--- src/rtl/ms_timer_pkg.sv ---
package ms_timer_pkg;

    localparam int DATA_W   = 32;
    localparam int ADDR_W   = 2;
    localparam int LOOP_BIT = 24;
    localparam int EN_BIT   = 25;
    localparam int KICK_BIT = 31;
    localparam int CLR_BIT  = 0;

    typedef enum logic [ADDR_W-1:0] {
        SEL_CONFIG = 2'd0,
        SEL_CAUSE  = 2'd1
    } reg_sel_e;

    typedef struct packed {
        logic cfg_wr;
        logic kick;
        logic loop;
        logic en;
        logic clr;
    } wr_req_t;

    function automatic wr_req_t decode_wr(
        input logic              we,
        input logic [ADDR_W-1:0] addr,
        input logic [DATA_W-1:0] data
    );
        wr_req_t r;
        r.cfg_wr = we && (addr == SEL_CONFIG);
        r.kick   = r.cfg_wr && data[KICK_BIT];
        r.loop   = data[LOOP_BIT];
        r.en     = data[EN_BIT];
        r.clr    = we && (addr == SEL_CAUSE) && data[CLR_BIT];
        return r;
    endfunction

endpackage

--- src/rtl/mst_tick_gen.sv ---
module mst_tick_gen #(
    parameter bit USE_EXT_TICK = 1'b0,
    parameter int CLKS_PER_MS  = 100000
) (
    input  logic clk,
    input  logic rst,
    input  logic tick_ext,
    output logic tick
);
    localparam int CW = (CLKS_PER_MS > 1) ? $clog2(CLKS_PER_MS) : 1;

    generate
        if (USE_EXT_TICK) begin : g_ext
            logic unused_clk;
            assign unused_clk = clk ^ rst;
            assign tick = tick_ext;
        end else begin : g_presc
            logic [CW-1:0] div_q;
            logic          wrap;
            logic          unused_ext;
            assign unused_ext = tick_ext;
            assign wrap = (div_q == CW'(CLKS_PER_MS - 1));
            always_ff @(posedge clk) begin
                if (rst)       div_q <= '0;
                else if (wrap) div_q <= '0;
                else           div_q <= div_q + 1'b1;
            end
            assign tick = wrap;
        end
    endgenerate
endmodule

--- src/rtl/mst_cfg_regs.sv ---
module mst_cfg_regs
    import ms_timer_pkg::*;
#(
    parameter int DUR_W = 16
) (
    input  logic             clk,
    input  logic             rst,
    input  wr_req_t          req,
    input  logic [DUR_W-1:0] wdur,
    output logic [DUR_W-1:0] dur_q,
    output logic             loop_q,
    output logic             en_q
);
    always_ff @(posedge clk) begin
        if (rst) begin
            dur_q  <= '0;
            loop_q <= 1'b0;
            en_q   <= 1'b0;
        end else if (req.cfg_wr) begin
            dur_q  <= wdur;
            loop_q <= req.loop;
            en_q   <= req.en;
        end
    end
endmodule

--- src/rtl/mst_down_counter.sv ---
module mst_down_counter #(
    parameter int DUR_W = 16
) (
    input  logic             clk,
    input  logic             rst,
    input  logic             kick,
    input  logic [DUR_W-1:0] kick_dur,
    input  logic             tick,
    input  logic [DUR_W-1:0] dur_q,
    input  logic             loop_q,
    output logic [DUR_W-1:0] count_q,
    output logic             run_q,
    output logic             expire
);
    localparam logic [DUR_W-1:0] ONE = DUR_W'(1);

    logic step;
    assign step   = !kick && tick && run_q;
    assign expire = step && (count_q == ONE);

    always_ff @(posedge clk) begin
        if (rst) begin
            count_q <= '0;
            run_q   <= 1'b0;
        end else if (kick) begin
            if (kick_dur != '0) begin
                count_q <= kick_dur;
                run_q   <= 1'b1;
            end else begin
                count_q <= '0;
                run_q   <= 1'b0;
            end
        end else if (expire) begin
            if (loop_q && (dur_q != '0)) begin
                count_q <= dur_q;
            end else begin
                count_q <= '0;
                run_q   <= 1'b0;
            end
        end else if (step) begin
            count_q <= count_q - ONE;
        end
    end
endmodule

--- src/rtl/mst_cause_bit.sv ---
module mst_cause_bit (
    input  logic clk,
    input  logic rst,
    input  logic set,
    input  logic clr,
    output logic cause_q
);
    always_ff @(posedge clk) begin
        if (rst)      cause_q <= 1'b0;
        else if (set) cause_q <= 1'b1;
        else if (clr) cause_q <= 1'b0;
    end
endmodule

--- src/rtl/ms_timer_irq.sv ---
module ms_timer_irq
    import ms_timer_pkg::*;
#(
    parameter int DUR_W        = 16,
    parameter bit USE_EXT_TICK = 1'b0,
    parameter int CLKS_PER_MS  = 100000
) (
    input  logic              clk,
    input  logic              rst,
    input  logic              tick_ext,
    input  logic              wr_en,
    input  logic [ADDR_W-1:0] wr_addr,
    input  logic [DATA_W-1:0] wr_data,
    output logic              irq,
    output logic              cause,
    output logic              running,
    output logic [DUR_W-1:0]  count_now
);
    wr_req_t          req;
    logic             tick;
    logic [DUR_W-1:0] dur_q;
    logic             loop_q;
    logic             en_q;
    logic             expire;

    assign req = decode_wr(wr_en, wr_addr, wr_data);

    mst_tick_gen #(
        .USE_EXT_TICK (USE_EXT_TICK),
        .CLKS_PER_MS  (CLKS_PER_MS)
    ) u_tick (
        .clk      (clk),
        .rst      (rst),
        .tick_ext (tick_ext),
        .tick     (tick)
    );

    mst_cfg_regs #(.DUR_W(DUR_W)) u_cfg (
        .clk    (clk),
        .rst    (rst),
        .req    (req),
        .wdur   (wr_data[DUR_W-1:0]),
        .dur_q  (dur_q),
        .loop_q (loop_q),
        .en_q   (en_q)
    );

    mst_down_counter #(.DUR_W(DUR_W)) u_cnt (
        .clk      (clk),
        .rst      (rst),
        .kick     (req.kick),
        .kick_dur (wr_data[DUR_W-1:0]),
        .tick     (tick),
        .dur_q    (dur_q),
        .loop_q   (loop_q),
        .count_q  (count_now),
        .run_q    (running),
        .expire   (expire)
    );

    mst_cause_bit u_cause (
        .clk     (clk),
        .rst     (rst),
        .set     (expire),
        .clr     (req.clr),
        .cause_q (cause)
    );

    assign irq = cause && en_q;
endmodule

--- config.mk ---
export PLATFORM = sky130hd
export DESIGN_NAME = ms_timer_irq
export DESIGN_NICKNAME = d
export VERILOG_FILES = /design/src/rtl/ms_timer_pkg.sv /design/src/rtl/mst_tick_gen.sv /design/src/rtl/mst_cfg_regs.sv /design/src/rtl/mst_down_counter.sv /design/src/rtl/mst_cause_bit.sv /design/src/rtl/ms_timer_irq.sv
export SDC_FILE = /design/constraint.sdc
export NUM_CORES = 1
export LEC_CHECK = 0
export CAP_MARGIN = 40
export CELL_PAD_IN_SITES_DETAIL_PLACEMENT = 0
export CELL_PAD_IN_SITES_GLOBAL_PLACEMENT = 1
export CORE_MARGIN = 2
export CORE_UTILIZATION = 42
export DETAILED_ROUTE_END_ITERATION = 16
export PLACE_DENSITY = 0.94
export SKIP_CTS_REPAIR_TIMING = 1
export SLEW_MARGIN = 40
export SYNTH_ARGS = -nofsm -noshare
export SYNTH_HDL_FRONTEND = slang
export SYNTH_HIERARCHICAL = 1
export SYNTH_SLANG_ARGS = --single-unit
--- constraint.sdc ---
create_clock -name clk -period 5.23 [get_ports clk]
set_clock_uncertainty 0.05 [all_clocks]
set_input_delay 1.046 -clock clk [delete_from_list [all_inputs] [get_ports clk]]
set_output_delay 1.046 -clock clk [all_outputs]
set_load 0.01 [all_outputs]
==> impl_metrics.toml <==
[setup_path]
crit_chain = "clkdlybuf4s50_1 -> and4bb_2 -> nor2b_1 -> and4_1 -> and3_1 -> a221oi_1 -> o32ai_1"
cp-end-kind = "register"
path_max_fanout = 27
slowest_stage = "and4bb_2"
worst_ep_required_time_ps = 5380
cp.arrival_ps = 3620
critical_path_class = "primary input to register"
critPathMaxStageDelay_ps = 680
start_kind = "primary input"

[pwr]
total_power_mw = 0.815
irDropWorstVdd_mv = 0.121
leakage_nw = 1.18
power_density_nw_per_um2 = 242

[synth]
synth_edf_count = 0
ys.flop_type = "dfxtp_1"
synth_cells = 325
synth.cell_area_um2 = 2860
ys_seq_area_share_pct = 37.1
yosysWarnings = 6
syn_area_per_cell_um2 = 8.81
syn-num-nets = 366
ys_async_sr_fraction_pct = 0
synth_seq_cells = 53
synth_cell_types = 63

[timing]
fin_ws_ps = 1760
max_freq_mhz = 288
setup_violations = 0
hold_viol = 0
worstMarginPinSlew_ps = 746
rsz0062_at_grt = "false"
maxSlewHeadroom_pct = 49.8
final.setup.tns_ps = 0
period_share_pct = 66.4
maxSlewViolCount = 0
period_needed_ps = 3470

[routing]
initialDrtViolationCount = 257
dr.pass1.iters = 6
viasPerCell = 5.92
ant_nets = 0
vias = 2603
wl_per_cell_um = 15.9
wl_um = 6970
drc_errors = 0

[place]
post-place-ws_ps = 1520
place_congestion = 0.835
dp.final_hpwl_um = 4990
placedCellCount = 432
io_buffers = 42

[layout]
final_core_util_pct = 50.4
fillers = 643
layout_common_cells = "dfxtp_1 (53), nor2_1 (51), clkdlybuf4s50_1 (42)"
area_growth_pct = 17.5
final_cells = 440
nNetsFinal = 400
diodes = 0
multi_input_area_um2 = 1620
drive_above_1_share_pct = 8.61
final_common_cell = "dfxtp_1"
regArea_um2 = 1060

[die]
pin_count = 57
coreArea_um2 = 6680
die_h_um = 86.6
die_area_um2 = 7490
start_util_pct = 42.8
num_rows = 30
die_x_um = 86.6

[clock_network]
htreeDepth = 2
clkLatencyLatePin_ps = 320
clk_pin_slew_worst_paths_ps = 110
clockBufferDepth = 2
cts_tree = "built"
cts-buffers-inserted = 5
root_buffer = "clkbuf_8"
cts_sinks = 53

[flow_run]
maxCapViolCount = 0

[grt]
grt_pass1_wl_um = 11500
grt_max_degree = 28
grt_pass1_vias = 2374
grt_antenna_before_repair = 0
grt-ovfl-total = 0
grt_usage_pct = 19.3

[min_path]
holdCritPathClass = "register to register"

[outcome]
status = "finished clean"
registers in the layout, indices dropped and copies added (netlist names):
name and flops:
u_cnt/count_q 16, u_cnt/run_q 1, u_cfg/dur_q 16, u_cfg/en_q 1
u_cfg/loop_q 1, u_tick/g_presc.div_q 17, u_cause/cause_q 1
kinds of logic after synthesis:
group / synth area share [%]
and+or+nand+nor: 28.0
DFF: 37.1
muxes: 8.61
buffers and inverters: 6.47
AOI/OAI and AO/OA: 14.3
adders and majority gates: 1.31
xor gates and xnor gates: 4.28
worst paths after layout:
check	from	endpoint	slack [ps]	depth (start not counted)
max	wr_addr[0]	u_cnt/count_q[11]	1760	7
min	u_tick/g_presc.div_q[0]	u_tick/g_presc.div_q[0]	430	1
max reg2reg	u_tick/g_presc.div_q[0]	u_cnt/count_q[1]	2140	9
min reg2reg	u_tick/g_presc.div_q[0]	u_tick/g_presc.div_q[0]	430	1
cell usage after synthesis (all sizes together), types with 2 or more instances:
| master | instances | area, um^2 |
|---|---|---|
| mux2i | 19 | 190 |
| buf | 12 | 115 |
| or4 | 3 | 22.5 |
| nand2b | 2 | 12.5 |
| nand4 | 7 | 50.1 |
| a211oi | 4 | 30.0 |
| xor2 | 5 | 43.8 |
| a21o | 2 | 15.0 |
| a41oi | 3 | 26.3 |
| nor3 | 7 | 35.0 |
| nand3 | 11 | 67.6 |
| a21oi | 12 | 63.8 |
| nor2 | 51 | 191 |
| and4 | 3 | 27.5 |
| nand4b | 2 | 17.5 |
| xnor2 | 9 | 78.8 |
| inv | 11 | 41.3 |
| a32oi | 3 | 26.3 |
| a222oi | 3 | 30.0 |
| dfxtp | 53 | 1060 |
| o31ai | 3 | 22.5 |
| nand2 | 25 | 93.8 |
| nor4 | 17 | 134 |
| and3 | 4 | 25.0 |
| o32ai | 2 | 17.5 |
| or3 | 2 | 12.5 |
| and2 | 4 | 27.5 |
| mux2 | 5 | 56.3 |
| a31oi | 2 | 12.5 |
| clkbuf | 7 | 28.8 |
| ha | 3 | 37.5 |
| o21ai | 2 | 10.0 |
| a221oi | 8 | 70.1 |
| a22o | 2 | 17.5 |
| nor3b | 2 | 20.0 |
critical path, delay by kind of cell:
family          cells  cell delay [ps]
compound gates      2              650
buf+inv             1              450
simple gates        4             1460
final cells by class:
cell class / count / area share (%)
sequential: 53 / 31.5
clock inverter: 3 / 0.632
tap: 80 / 2.98
timing repair buffer: 46 / 13.4
clock buffer: 5 / 2.05
multi-input combinational: 242 / 48.2
inverter: 11 / 1.23
metrics by stage:
step | instance area [um^2] | hold WS [ps]
5_1_grt | 3360 | 446
4_1_cts | 3360 | 426
6_report | 3360 | 425
3_3_place_gp | 3270 | 391
2_1_floorplan | 2860 | 380
3_5_place_dp | 3270 | 407
power by group:
part | leakage (nW) | internal (mW) | total (mW) | switching, mW
registers | 0.430 | 0.416 | 0.431 | 0.0152
clock network | 0.0445 | 0.0954 | 0.240 | 0.145
logic | 0.708 | 0.0741 | 0.144 | 0.0701
total | 1.18 | 0.585 | 0.815 | 0.230
layer usage:
layer / global-route usage, % / routed length, um / vias to the layer above
met5: 0 / 0 / -
li1: - / - / 1261
met2: 31.0 / 3350 / 106
met4: 7.10 / 152 / 0
met1: 25.4 / 3030 / 1220
met3: 4.29 / 449 / 16
Power figures use the tool's default switching activity.
